--- config.mk ---
export PLATFORM = sky130hd
export DESIGN_NAME = spi_gpio_expander
export DESIGN_NICKNAME = d
export VERILOG_FILES = /design/src/rtl/spi_gpio_expander.sv
export SDC_FILE = /design/constraint.sdc
export NUM_CORES = 1
export LEC_CHECK = 0
export BUFFER_PORTS_ARGS = -buffer_cell sky130_fd_sc_hd__buf_2
export CAP_MARGIN = 20
export CORE_MARGIN = 3
export CORE_UTILIZATION = 45
export CTS_CLUSTER_DIAMETER = 60
export DETAILED_ROUTE_END_ITERATION = 10
export GPL_TIMING_DRIVEN = 0
export PLACE_DENSITY = 0.59
export SLEW_MARGIN = 20
export SYNTH_ARGS = -nofsm -noshare
export SYNTH_HDL_FRONTEND = slang
export SYNTH_SLANG_ARGS = --single-unit
--- constraint.sdc ---
create_clock -name clk -period 2.6 [get_ports clk]
set_input_delay 0.26 -clock clk [delete_from_list [all_inputs] [get_ports clk]]
set_output_delay 0.26 -clock clk [all_outputs]
set_load 0.01 [all_outputs]
--- src/rtl/spi_gpio_expander.sv ---
module spi_gpio_expander #(
  parameter int SYNC_STAGES = 2
) (
  input  logic       clk,
  input  logic       rst_n,
  input  logic [2:0] strap_addr,
  input  logic       sclk,
  input  logic       cs_n,
  input  logic       mosi,
  output logic       miso,
  output logic       miso_oe,
  input  logic [7:0] pad_in,
  output logic [7:0] pad_out,
  output logic [7:0] pad_oe
);
  localparam logic [3:0] FAMILY   = 4'b0100;
  localparam logic [7:0] LAST_REG = 8'h0A;
  localparam int         SEQ_BIT  = 5;
  localparam int         ADR_BIT  = 3;

  typedef enum logic [1:0] {PH_CTRL, PH_ADDR, PH_DATA} phase_t;

  logic [SYNC_STAGES-1:0] sclk_sh, cs_sh, mosi_sh;
  logic [7:0] pin_sh [SYNC_STAGES];
  logic sclk_d;

  always_ff @(posedge clk) begin
    if (!rst_n) begin
      sclk_sh <= '0;
      cs_sh   <= '1;
      mosi_sh <= '0;
      sclk_d  <= 1'b0;
      for (int i = 0; i < SYNC_STAGES; i++) pin_sh[i] <= '0;
    end else begin
      sclk_sh <= {sclk_sh[SYNC_STAGES-2:0], sclk};
      cs_sh   <= {cs_sh[SYNC_STAGES-2:0], cs_n};
      mosi_sh <= {mosi_sh[SYNC_STAGES-2:0], mosi};
      sclk_d  <= sclk_sh[SYNC_STAGES-1];
      pin_sh[0] <= pad_in;
      for (int i = 1; i < SYNC_STAGES; i++) pin_sh[i] <= pin_sh[i-1];
    end
  end

  wire sclk_s = sclk_sh[SYNC_STAGES-1];
  wire cs_s   = cs_sh[SYNC_STAGES-1];
  wire mosi_s = mosi_sh[SYNC_STAGES-1];
  wire rise   = sclk_s & ~sclk_d;
  wire fall   = ~sclk_s & sclk_d;

  logic [2:0] bit_cnt;
  phase_t     phase;
  logic       sel, rd, miso_q;
  logic [6:0] rx_sh;
  logic [7:0] tx_sh, ptr;
  logic [7:0] r_dir, r_pol, r_ien, r_dflt, r_icon, r_cfg, r_pu, r_lat;

  wire [7:0] byte_in   = {rx_sh, mosi_s};
  wire       byte_done = rise && !cs_s && (bit_cnt == 3'd7);
  wire       match     = (byte_in[7:4] == FAMILY) &&
                         (!r_cfg[ADR_BIT] || byte_in[3:1] == strap_addr);
  wire [7:0] ptr_adv   = r_cfg[SEQ_BIT] ? ptr :
                         (ptr >= LAST_REG) ? 8'h00 : ptr + 8'h01;
  wire [7:0] load_addr = (phase == PH_ADDR) ? byte_in : ptr_adv;
  wire [7:0] port_val  = pin_sh[SYNC_STAGES-1] ^ r_pol;
  wire       wr_en     = byte_done && phase == PH_DATA && sel && !rd;

  logic [7:0] rd_load;
  always_comb begin
    case (load_addr)
      8'h00:   rd_load = r_dir;
      8'h01:   rd_load = r_pol;
      8'h02:   rd_load = r_ien;
      8'h03:   rd_load = r_dflt;
      8'h04:   rd_load = r_icon;
      8'h05:   rd_load = r_cfg;
      8'h06:   rd_load = r_pu;
      8'h09:   rd_load = port_val;
      8'h0A:   rd_load = r_lat;
      default: rd_load = 8'h00;
    endcase
  end

  always_ff @(posedge clk) begin
    if (!rst_n) begin
      bit_cnt <= '0;
      phase   <= PH_CTRL;
      sel     <= 1'b0;
      rd      <= 1'b0;
      rx_sh   <= '0;
      tx_sh   <= '0;
      ptr     <= '0;
      miso_q  <= 1'b0;
    end else if (cs_s) begin
      bit_cnt <= '0;
      phase   <= PH_CTRL;
      sel     <= 1'b0;
      rd      <= 1'b0;
      miso_q  <= 1'b0;
    end else begin
      if (rise) begin
        rx_sh   <= byte_in[6:0];
        bit_cnt <= bit_cnt + 3'd1;
        if (bit_cnt == 3'd7) begin
          case (phase)
            PH_CTRL: begin
              sel   <= match;
              rd    <= byte_in[0];
              phase <= PH_ADDR;
            end
            PH_ADDR: begin
              ptr   <= byte_in;
              tx_sh <= rd_load;
              phase <= PH_DATA;
            end
            default: begin
              ptr   <= ptr_adv;
              tx_sh <= rd_load;
            end
          endcase
        end
      end
      if (fall && phase == PH_DATA) begin
        miso_q <= tx_sh[7];
        tx_sh  <= {tx_sh[6:0], 1'b0};
      end
    end
  end

  always_ff @(posedge clk) begin
    if (!rst_n) begin
      r_dir  <= 8'hFF;
      r_pol  <= '0;
      r_ien  <= '0;
      r_dflt <= '0;
      r_icon <= '0;
      r_cfg  <= '0;
      r_pu   <= '0;
      r_lat  <= '0;
    end else if (wr_en) begin
      case (ptr)
        8'h00:        r_dir  <= byte_in;
        8'h01:        r_pol  <= byte_in;
        8'h02:        r_ien  <= byte_in;
        8'h03:        r_dflt <= byte_in;
        8'h04:        r_icon <= byte_in;
        8'h05:        r_cfg  <= byte_in;
        8'h06:        r_pu   <= byte_in;
        8'h09, 8'h0A: r_lat  <= byte_in;
        default: ;
      endcase
    end
  end

  assign pad_out = r_lat;
  assign pad_oe  = ~r_dir;
  assign miso    = miso_q;
  assign miso_oe = sel && rd && phase == PH_DATA && !cs_s;

  a_r3_oe_after_addr_byte: assert property (@(posedge clk) disable iff (!rst_n)
    $rose(miso_oe) |-> $past(byte_done));
  a_r11_cs_abort: assert property (@(posedge clk) disable iff (!rst_n)
    cs_s |=> (bit_cnt == 3'd0 && phase == PH_CTRL && !sel));
  a_r5_latch_on_edge: assert property (@(posedge clk) disable iff (!rst_n)
    !$stable(r_lat) |-> $past(rise));
  a_r9_unselected_quiet: assert property (@(posedge clk) disable iff (!rst_n)
    !sel |=> ($stable(r_dir) && $stable(r_lat) && $stable(r_cfg)));
  a_r8_ptr_hold: assert property (@(posedge clk) disable iff (!rst_n)
    (byte_done && phase == PH_DATA && r_cfg[SEQ_BIT]) |=> $stable(ptr));
  a_r4_ptr_wrap: assert property (@(posedge clk) disable iff (!rst_n)
    (byte_done && phase == PH_DATA && !r_cfg[SEQ_BIT] && ptr == LAST_REG) |=> ptr == 8'h00);
endmodule

## Word-level counts from Yosys, hierarchy flattened

Memory sizes are Yosys's and may differ from the RTL's.
Cells that the tools add are included.

- Bits in registers: 102
- Bits in writable memories: 16
- Bits of input ports: 16
- Output and inout bits: 18
- Logic and storage cells: 106
- Memories: 1

Memory list:

| name | words | bits a word | read ports | clocked after memory_dff | write ports | RTL line | RTL |
|---|---|---|---|---|---|---|---|
| pin_sh | 2 | 8 | 2 | 0 | 2 | 24 | `logic [7:0] pin_sh [SYNC_STAGES];` |

- Add/subtract/negate cells: 2
- Order comparisons: 1
- Eq/ne operators: 22
- Mux-type cells: 14
- Bitwise logic cells: 11
- Reduce and logical (&&, ||, !) cells: 35

Operators with widths:

| kind | count |
|---|---|
| 2-to-1 mux 8 bit | 9 |
| case mux 8 bit (9 select lines) | 1 |
| == test 8 x 3 -> 1 bit (second input constant) | 6 |
| == test 8 x 2 -> 1 bit (second input constant) | 4 |
| == test 8 x 4 -> 1 bit (second input constant) | 4 |
| AND reduction 2 bit | 9 |
| == test 8 x 1 -> 1 bit (second input constant) | 2 |
| logical NOT 8 bit | 2 |
| case mux 8 bit (2 select lines) | 1 |
| logical AND 1 bit | 10 |
| adder 8 x 1 -> 8 bit (second input constant) | 1 |
| greater-or-equal comparator 8 x 4 -> 1 bit (second input constant) | 1 |
| NOT 8 bit | 1 |
| AND reduction 4 bit | 2 |
| XOR 8 bit | 1 |
| AND reduction 3 bit | 2 |
| nonzero test 2 bit | 3 |
| NOT 1 bit | 5 |
| == test 4 x 3 -> 1 bit (second input constant) | 1 |
| case mux 2 bit (2 select lines) | 1 |
| OR reduction 2 bit | 2 |
| adder 3 x 1 -> 3 bit (second input constant) | 1 |
| == test 3 bit | 1 |
| == test 3 bit (second input constant) | 1 |
| 9 further kinds | 14 |

## Longest topological paths before layout

Gate-level depths: netlist (run 1).

- Depth in word-level cells: 10
- Mapped depth: 11
- Mapped depth without buffers: 10

## Worst setup path before layout (run 1)

OpenSTA, ideal clock, no wires.

- Path kind: register to register
- Start: register ptr[0]
- End: register tx_sh[2]
- Setup time: 137 ps
- Arrival: 2286 ps
- Data required time: 2463 ps
- Slack: 177 ps
- Stages on the path, launching flop included: 11
- Buffers on the path: 1
- Period minus slack after synthesis: 2423 ps
- Path through: dfxtp_1 -> inv_1 -> ha_1 -> o31ai_2 -> and3_1 -> o22a_2 -> nor2_4 -> and4_1 -> buf_2 -> a2111oi_2 -> a41oi_1

- Word-level cells in the longest chain between the ends: 10
- Elaborated cells on any way between the ends: 19
- Those cells by class: add/sub: 1; order compare: 1; eq/ne: 8; mux: 8; reduce/logical: 1

RTL lines:

| item | RTL line | RTL |
|---|---|---|
| start: declaration | 54 | `logic [7:0] tx_sh, ptr;` |
| start signal: assignment | 111 | `ptr <= byte_in;` |
| start signal: assignment | 116 | `ptr <= ptr_adv;` |
| adder 8 x 1 -> 8 bit or greater-or-equal comparator 8 x 4 -> 1 bit (tied branches) | 62 | `(ptr >= LAST_REG) ? 8'h00 : ptr + 8'h01;` |
| 2-to-1 mux 8 bit | 62 |  |
| 2-to-1 mux 8 bit * | 61 | `wire [7:0] ptr_adv = r_cfg[SEQ_BIT] ? ptr :` |
| 2-to-1 mux 8 bit * | 63 | `wire [7:0] load_addr = (phase == PH_ADDR) ? byte_in : ptr_adv;` |
| == test 8 x 4 -> 1 bit, or another cell as far along | 69 | `case (load_addr)` |
| case mux 8 bit (9 select lines) * | 69 |  |
| 2-to-1 mux 8 bit * | 104 | `case (phase)` |
| 2-to-1 mux 8 bit * | 103 | `if (bit_cnt == 3'd7) begin` |
| 2-to-1 mux 8 bit * | 100 | `if (rise) begin` |
| 2-to-1 mux 8 bit * | 122 | `if (fall && phase == PH_DATA) begin` |
| end signal: assignment | 112 | `tx_sh <= rd_load;` |
| end signal: assignment | 117 | `tx_sh <= rd_load;` |
| end signal: assignment | 124 | `tx_sh <= {tx_sh[6:0], 1'b0};` |
| end: declaration | 54 |  |

Mark *: on every way between the ends. The rest lies on a longest branch, timed or not. The select of a mux whose other input is x is not followed.
A chain may end at the register's enable or synchronous reset.

## Worst setup path after layout (run 1)

- Start: register ptr[0]
- End: register tx_sh[3]

The elaborated chain is that of the path after synthesis.

==> impl_metrics.tcl, run 1 <==
set metrics [dict create \
    dr.pass1.iters 5 \
    cp.depth 12 \
    startpoint "ptr[0]" \
    grt_use_total_pct 24.2 \
    min_from "cs_n" \
    fin_skew_ps 10.7 \
    wl_per_cell_um 18.9 \
    drive_above_1_share_pct 23.1 \
    leakagePower_uw 0.00262 \
    syn-mean-instance-area_um2 9.10 \
    finalCritPeriodShare_pct 98.2 \
    diodes 0 \
    syn_area_um2 5740 \
    status "complete, no violations" \
    r2r_cells 12 \
    worst_slew_pin_slew_ps 765 \
    yosys_warnings 0 \
    synth_cells 630 \
    ys.flop_type "dfxtp_1" \
    htreeDepth 4 \
    fin_cells 886 \
    start_util_pct 47.0 \
    fp.dieArea_um2 14100 \
    cts.sinks 118 \
    drt-initial-drc-count 283 \
    path_max_fanout 6 \
    timing.rr.end "tx_sh[3]" \
    grt_pass1_wl_um 26500 \
    async_flop_share_pct 0 \
    cts.path.max_buffers 2 \
    yosysSeqAreaShare_pct 41.2 \
    critPathBufInv 3 \
    finish.instance_area_um2 7170 \
    grt_pass1_vias 4809 \
    max_freq_mhz 392 \
    cts_root_buf "clkbuf_16" \
    reg2reg_slack_ps 50 \
    crit_arrival_ps 2840 \
    vias 4918 \
    wirelength_um 16800 \
    rows 40 \
    max-vdd-ir-drop_mv 0.478 \
    rr_startpoint "ptr[0]" \
    critPathTopFamily "compound AO/OA/AOI/OAI gates" \
    die_h_um 119 \
    grt_start_max_net_pins 17 \
    cp_cell_sequence "inv_2 -> ha_4 -> o31ai_4 -> a211oi_2 -> a211o_1 -> o211ai_1 -> buf_4 -> nor4b_4 -> buf_4 -> o2bb2ai_1 -> a21oi_1 -> a21oi_1" \
    fin_nets 728 \
    crit_end "tx_sh[3]" \
    cap_violations 0 \
    clk_latency_ps 420 \
    overflow 0 \
    antenna_left 0 \
    pre_cts_slack_ps -491 \
    fin_crit_ps 2550 \
    worst_path_max_delay_cell "dfxtp_4" \
    synth_cell_type_count 76 \
    slew_violations 0 \
    dpl.cell_count 831 \
    setup_ws_ps 47.1 \
    cts_made_buffers 17 \
    fp.coreArea_um2 12200 \
    place_area_um2 6110 \
    synth_seq_cells 118 \
    yosys-top-cells-area "dfxtp_1, mux2i_1, nor2b_1, nand2_1, a21boi_0" \
    critPathCaptureType "register" \
    slowest_delay_ps 400 \
    path_clk_slew_ps 50 \
    max-slew-margin-rel_pct 49.0 \
    drc 0 \
    synth_edf_count 0 \
    worstSetupPathType "reg -> reg" \
    syn_nets 652 \
    cp-start-kind "register" \
    hold_path.class "in -> reg" \
    cts_tree "built" \
    area_growth_pct 25.1 \
    netlist.top_cell.by_area "dfxtp_1" \
    finalSetupViolCount 0 \
    dp_hpwl_um 11800 \
    gp_congestion 0.920 \
    vias_per_cell 5.55 \
    pin_count 34 \
    p_per_area_nw_per_um2 607 \
    io_buffers 33 \
    synth_top_area_share_pct 41.2 \
    antenna_found_initial 0 \
    die_w_um 119 \
    hold_viol 0 \
    worstPathRequired_ps 2890 \
    holdBufCountCts 0 \
]
[repair_timing]
| item | in CTS | in global routing |
|---|---|---|
| setup buffers | 12 | 14 |
| pin swaps | 13 | 15 |
| gates cloned | 0 | 0 |
| endpoints found under the setup margin | 51 | 41 |
| gates resized for setup | 28 | 30 |
[state kept, by name, indices dropped and copies added (netlist names)]
register / cells
mosi_sh: 2
rd: 1
tx_sh: 8
r_cfg: 8
ptr: 8
sel: 1
r_dflt: 8
r_pol: 8
sclk_sh: 2
rx_sh: 7
sclk_d: 1
phase: 2
cs_sh: 2
bit_cnt: 3
r_pu: 8
miso: 1
r_icon: 8
pin_sh: 16
r_dir: 8
r_ien: 8
pad_out: 8
[power breakdown]
part	leakage (uW)	switching [uW]	total (uW)	internal, uW
combinational	0.00136	44.0	81.7	37.7
clock	0.000302	804	2440	1640
sequential	0.000957	5.71	1830	1820
total	0.00262	854	4350	3500
[cell type report]
| type | count | area [um2] |
|---|---|---|
| fill | 1105 | 5040 |
| multi-input combinational | 452 | 3340 |
| sequential | 118 | 2370 |
| clock buffer | 21 | 460 |
| timing repair buffer | 59 | 360 |
| buffer | 46 | 233 |
| tap | 168 | 210 |
| clock inverter | 10 | 153 |
| inverter | 12 | 45.0 |
[synth_stat cells (all sizes together) (4+ instances only)]
library cell / instances
clkbuf: 29
nor2b: 49
inv: 12
mux2i: 56
ha: 6
xnor2: 10
nand2b: 7
xor2: 7
o31ai: 4
nand2: 74
nor3: 11
nand3: 31
a21oi: 14
nor2: 28
buf: 19
and2: 27
o211ai: 11
o221ai: 4
o2bb2ai: 5
a211oi: 6
o21ai: 21
a22oi: 6
a21boi: 25
dfxtp: 118
[cell families (layout without fill, tap and decap cells)]
logic type	count (synthesis)	in the layout	share of synthesized area, %
AND/OR/NAND/NOR	251	251	24.1
multiplexers	59	59	10.4
buffers and inverters	60	148	4.67
flip-flops	118	118	41.2
XOR/XNOR	17	17	2.60
AO/OA/AOI/OAI	119	119	15.8
adder cells (fa/ha/maj)	6	6	1.31
[per-stage QoR]
stage          hold slack [ps]  power [uW]  utilization, %  TNS, ps
2_1_floorplan              361        1920               -        0
3_3_place_gp               395        1950            50.0    -9220
3_5_place_dp               399        1950            50.0   -11270
5_1_grt                   46.2        4470            58.8    -38.0
6_report                  32.5        4350            58.8        0
4_1_cts                   16.6        4380            56.8    -4.34
[layout by cell type, fill, tap and decap left out, drive strengths merged, types with 7 or more instances in the layout]
cell type,netlist,routed
a21boi,25,25
a21oi,14,14
and2,27,27
buf,19,74
clkbuf,29,52
dfxtp,118,118
inv,12,12
mux2i,56,56
nand2,74,74
nand2b,7,7
nand3,31,31
nor2,28,28
nor2b,49,49
nor3,11,11
o211ai,11,11
o21ai,21,21
xnor2,10,10
xor2,7,7
[how the worst min path moves through the flow]
stage | cells after the start | slack [ps] | end
after detailed placement | 1 | 400 | cs_sh[1]
after floorplan | 1 | 360 | cs_sh[0]
final | 2 | 30 | cs_sh[0]
after global routing | 2 | 50 | pin_sh[0][4]
after CTS | 2 | 20 | cs_sh[0]
after global placement | 1 | 400 | cs_sh[1]
[routing by layer]
layer	share of wire [%]	GRT usage (%)	vias up
met4	2.8	9.63	0
met5	0	0	-
met3	5.8	5.60	32
li1	-	-	2357
met1	45	31.3	2368
met2	47	39.1	161
(Power assumes the default switching activity.)
==> run 2: changes to the inputs <==
--- a/config.mk
+++ b/config.mk
@@ -12,7 +12,8 @@
 export CTS_CLUSTER_DIAMETER = 60
 export DETAILED_ROUTE_END_ITERATION = 10
 export GPL_TIMING_DRIVEN = 0
-export PLACE_DENSITY = 0.59
+export MAX_ROUTING_LAYER = met4
+export PLACE_DENSITY = 0.61
 export SLEW_MARGIN = 20
 export SYNTH_ARGS = -nofsm -noshare
 export SYNTH_HDL_FRONTEND = slang
==> constraint.sdc (replaced) <==
create_clock -name clk -period 2.3 [get_ports clk]
set_input_delay 0.23 -clock clk [delete_from_list [all_inputs] [get_ports clk]]
set_output_delay 0.23 -clock clk [all_outputs]
set_load 0.01 [all_outputs]
==> run 2 against run 1 <==
Effect of this change: the run now ends with setup timing left; clock skew is 3.7 ps lower; non-clock buffer count increased by 22; sequential cell count unchanged; wire length grew 6.4%; design area up 7.8%; die area did not move; clock power rose by 16%; fmax rose by 2.6%; count of clock-buffer cells in the layout is the same; critical path type unchanged; critical endpoint is now tx_sh[2].
==> impl_metrics.tcl, run 2 (synthesis results as in run 1) <==
set metrics [dict create \
    path_clk_slew_ps 60 \
    hold_viol 0 \
    max-slew-margin-rel_pct 45.8 \
    cts_root_buf "clkbuf_16" \
    die_w_um 119 \
    pin_count 34 \
    min_from "pad_in[4]" \
    slowest_delay_ps 450 \
    vias_per_cell 5.61 \
    dpl.cell_count 831 \
    status "finished with violations" \
    top_register "pin_sh" \
    wl_per_cell_um 19.6 \
    grt_use_total_pct 25.8 \
    fin_cells 909 \
    nFillCells 1029 \
    antenna_found_initial 0 \
    finish.instance_area_um2 7730 \
    cp-start-kind "register" \
    htreeDepth 4 \
    drc 0 \
    crit_arrival_ps 2830 \
    start_util_pct 47.0 \
    fin_skew_ps 6.99 \
    leakagePower_uw 0.00281 \
    setup_ws_ps -188 \
    rr_startpoint "ptr[1]" \
    cts.path.max_buffers 2 \
    final_core_util_pct 63.3 \
    diodes 0 \
    fin_nets 750 \
    cp_cell_sequence "buf_4 -> nand4b_4 -> nor3_4 -> xnor2_1 -> a31oi_2 -> nor2_1 -> a22oi_1 -> or4_4 -> a41oi_2" \
    r2r_cells 9 \
    timing.rr.end "tx_sh[2]" \
    place_area_um2 6140 \
    p_per_area_nw_per_um2 645 \
    critPathTopFamily "simple AND/OR/NAND/NOR gates" \
    max-vdd-ir-drop_mv 0.676 \
    worst_path_max_delay_cell "or4_4" \
    setup-tns-final_ps -1050 \
    grt_start_max_net_pins 17 \
    fp.coreArea_um2 12200 \
    cts.sinks 118 \
    worstSetupPathType "reg -> reg" \
    wirelength_um 17900 \
    io_buffers 33 \
    drive_above_1_share_pct 31.2 \
    area_growth_pct 34.8 \
    cap_violations 0 \
    critPathBufInv 1 \
    most-common-layout-cells "dfxtp_1, nand2_1, mux2i_1" \
    drt-initial-drc-count 415 \
    worstPathRequired_ps 2650 \
    reg2reg_slack_ps -190 \
    vias 5102 \
    overflow 0 \
    mostFrequentLayoutCell "dfxtp_1" \
    antenna_left 0 \
    dp_hpwl_um 11800 \
    rows 40 \
    clk_latency_ps 420 \
    die_h_um 119 \
    dr.pass1.iters 5 \
    worst_slew_pin_slew_ps 813 \
    finalSetupViolCount 8 \
    rsz0062_at_grt "yes" \
    path_max_fanout 7 \
    slew_violations 0 \
    grt_pass1_vias 4983 \
    critPathCaptureType "register" \
    fp.dieArea_um2 14100 \
    gp_congestion 0.905 \
    hold_path.class "in -> reg" \
    largest_register_ffs 16 \
    cts_tree "built" \
    grt_pass1_wl_um 27300 \
    failed_checks "setup timing" \
    hold_end "pin_sh[0][4]" \
    finalCritPeriodShare_pct 108 \
    cts_made_buffers 17 \
    fin_crit_ps 2490 \
    max_freq_mhz 402 \
    whs_path_depth 2 \
]
[run 2: cell types whose count changed in the layout (fill, tap and decap cells not counted), sizes merged]
cell         previous run  this run
buf                    74        96
clkbuf                 52        51
clkinvlp                1         3
dlygate4sd3             0         1
bufinv                  4         3
[run 2: layout make-up]
cell class | instances | area (um2) | area share (%)
Clock inverter | 11 | 145 | 1.88
Buffer | 42 | 244 | 3.16
Multi-Input combinational cell | 452 | 3620 | 46.8
Sequential cell | 118 | 2380 | 30.8
Clock buffer | 21 | 492 | 6.36
Inverter | 12 | 47.5 | 0.615
Tap cell | 168 | 210 | 2.72
Timing Repair Buffer | 85 | 592 | 7.65
[run 2: worst max path at each step]
stage,startpoint,to,slack (ps),cells after the start
after floorplan,ptr[0],tx_sh[2],20,10
after global placement,ptr[6],r_dir[5],-590,10
after detailed placement,ptr[6],r_dir[5],-590,10
after CTS,ptr[0],tx_sh[0],-150,12
after global routing,ptr[1],tx_sh[2],-300,9
final,ptr[1],tx_sh[2],-190,9
[run 2: where the power goes]
| group | switching, uW | total (uW) | leakage [uW] | internal [uW] |
|---|---|---|---|---|
| clock | 980 | 2830 | 0.000306 | 1850 |
| combinational | 51.6 | 95.7 | 0.00155 | 44.1 |
| sequential | 6.71 | 2060 | 0.000959 | 2060 |
[run 2: metal layers]
layer	global-route usage, %	vias up	wire length (um)
li1	-	2396	-
met1	32.5	2503	7800
met2	40.7	173	8530
met3	6.08	30	1030
met4	9.49	0	501
met5	-	-	0
[run 2: stage by stage]
step	setup WS [ps]	hold slack [ps]	power, uW
3_3_place_gp	-588	394	2200
5_1_grt	-296	7.28	5120
3_5_place_dp	-592	410	2210
6_report	-188	13.6	4990
4_1_cts	-152	2.90	5010
2_1_floorplan	16.5	331	2170
[run 2: worst reg2reg max path, stage by stage, from the launching register on]
cell,delay [ps]
dfxtp_4,410
buf_4,140
nand4b_4,170
nor3_4,250
xnor2_1,250
a31oi_2,190
nor2_1,250
a22oi_1,130
or4_4,450
a41oi_2,170
[run 2: timing repair]
action | in CTS | in global routing
hold endpoints to repair | 1 | 0
setup buffers | 32 | 21
hold buffers | 1 | 0
cloned | 0 | 0
pin swaps | 42 | 27
endpoints found under the setup margin | 72 | 62
gates resized for setup | 69 | 74
==> run 3: changes to the inputs <==
==> constraint.sdc (replaced) <==
create_clock -name clk -period 2.3 [get_ports clk]
set_input_delay 0.46 -clock clk [delete_from_list [all_inputs] [get_ports clk]]
set_output_delay 0.46 -clock clk [all_outputs]
set_load 0.01 [all_outputs]
==> run 3 against run 2 <==
Effect of this change: the run still ends with setup timing left; clock skew barely moved; fmax hardly changed; register-to-register slack about the same; worst hold slack better by 210 ps; die area unchanged; clock power barely moved; combinational power fell by 2%; global-route usage is the same; first-iteration DRC count up 0.72%; via count is 0.25% lower; critical path type unchanged; largest power group unchanged.
==> impl_metrics.tcl, run 3 (synthesis results as in run 1) <==
set metrics [dict create \
    antenna_found_initial 0 \
    regArea_um2 2380 \
    cts.sinks 118 \
    path_max_fanout 7 \
    p_per_area_nw_per_um2 645 \
    crit_arrival_ps 2830 \
    drc 0 \
    cts_made_buffers 17 \
    rows 40 \
    cts.path.max_buffers 2 \
    pin_count 34 \
    fin_nets 749 \
    failed_checks "setup timing" \
    cts_root_buf "clkbuf_16" \
    slowest_delay_ps 450 \
    grt_start_max_net_pins 17 \
    worstPathRequired_ps 2640 \
    critPathBufInv 1 \
    worst_path_max_delay_cell "or4_4" \
    diodes 0 \
    slew_violations 0 \
    finalSetupViolCount 8 \
    worst_slew_pin_slew_ps 818 \
    die_h_um 119 \
    gp_congestion 0.905 \
    multi_input_area_um2 3620 \
    vias_per_cell 5.60 \
    cp-start-kind "register" \
    antenna_left 0 \
    max-vdd-ir-drop_mv 0.678 \
    mostFrequentLayoutCell "dfxtp_1" \
    critPathCaptureType "register" \
    fin_crit_ps 2490 \
    power_uw 4980 \
    finalCritPeriodShare_pct 108 \
    fp.coreArea_um2 12200 \
    wl_per_cell_um 19.7 \
    hold_path.class "in -> reg" \
    dr.pass1.iters 7 \
    final_core_util_pct 63.2 \
    overflow 0 \
    cp_cell_sequence "buf_4 -> nand4b_4 -> nor3_4 -> xnor2_1 -> a31oi_2 -> nor2_1 -> a22oi_1 -> or4_4 -> a41oi_2" \
    most-common-layout-cells "dfxtp_1, nand2_1, mux2i_1" \
    nFillCells 1030 \
    dp_hpwl_um 11800 \
    leakagePower_uw 0.00281 \
    grt_pass1_wl_um 27300 \
    die_w_um 119 \
    fp.dieArea_um2 14100 \
    area_growth_pct 34.6 \
    hold_viol 0 \
    drive_above_1_share_pct 31.2 \
    clk_latency_ps 420 \
    drt-initial-drc-count 418 \
    critPathTopFamily "simple AND/OR/NAND/NOR gates" \
    vias 5089 \
    holdBufCountCts 0 \
    max_freq_mhz 402 \
    cts_tree "built" \
    wirelength_um 17900 \
    grt_use_total_pct 25.8 \
    max-slew-margin-rel_pct 45.4 \
    pre_cts_slack_ps -592 \
    cap_violations 0 \
    setup_ws_ps -191 \
    rsz0062_at_grt "yes" \
    htreeDepth 4 \
    worstSetupPathType "reg -> reg" \
    largest_register_ffs 16 \
    path_clk_slew_ps 60 \
    io_buffers 33 \
    top_register "pin_sh" \
    status "finished with violations" \
    start_util_pct 47.0 \
    grt_pass1_vias 4981 \
    fin_skew_ps 6.63 \
]
[run 3: cell types whose count changed in the layout (fill, tap and decap cells not counted), sizes merged]
cell and delta:
dlygate4sd3 -1
[run 3: timing repair]
item	4_1_cts	5_1_grt
buffers inserted	32	21
resized for setup	69	74
setup endpoints to repair	72	62
pin swaps	42	27
[run 3: metrics by stage]
step                      std cells  area, um2  hold WS, ps  setup TNS, ps
after floorplan                 630       5760          386              0
after global placement          831       6140          394         -26800
after detailed placement        831       6140          410         -27400
after CTS                       893       7300          212           -901
after global routing            908       7720          212          -2600
final                           908       7720          225          -1050
[run 3: path summary, 6_finish.rpt]
check	slack (ps)	start	depth (start not counted)	to
max reg2reg	-190	ptr[1]	9	tx_sh[2]
min reg2reg	420	cs_sh[0]	1	cs_sh[1]
max	-190	ptr[1]	9	tx_sh[2]
min	230	cs_n	2	cs_sh[0]
[run 3: area by class of cell]
class                   count  area share [%]
well taps                 168            2.72
repair buffers             84            7.54
inverters                  12           0.616
clock buffers              21            6.37
plain buffers              42            3.16
multi-input cells         452            46.9
flip-flops and latches    118            30.8
clock inverters            11            1.88
[run 3: power breakdown]
part	switching [uW]	total (uW)	internal, uW
logic	51.3	94.2	42.9
registers	6.77	2060	2060
clock network	970	2820	1850
total	1030	4980	3950
[run 3: per-layer routing]
metal	GRT usage, %	routed length [um]	vias to the layer above
met5	-	0	-
met2	40.7	8540	176
met1	32.5	7730	2485
met4	9.49	503	0
li1	-	-	2394
met3	6.08	1090	34
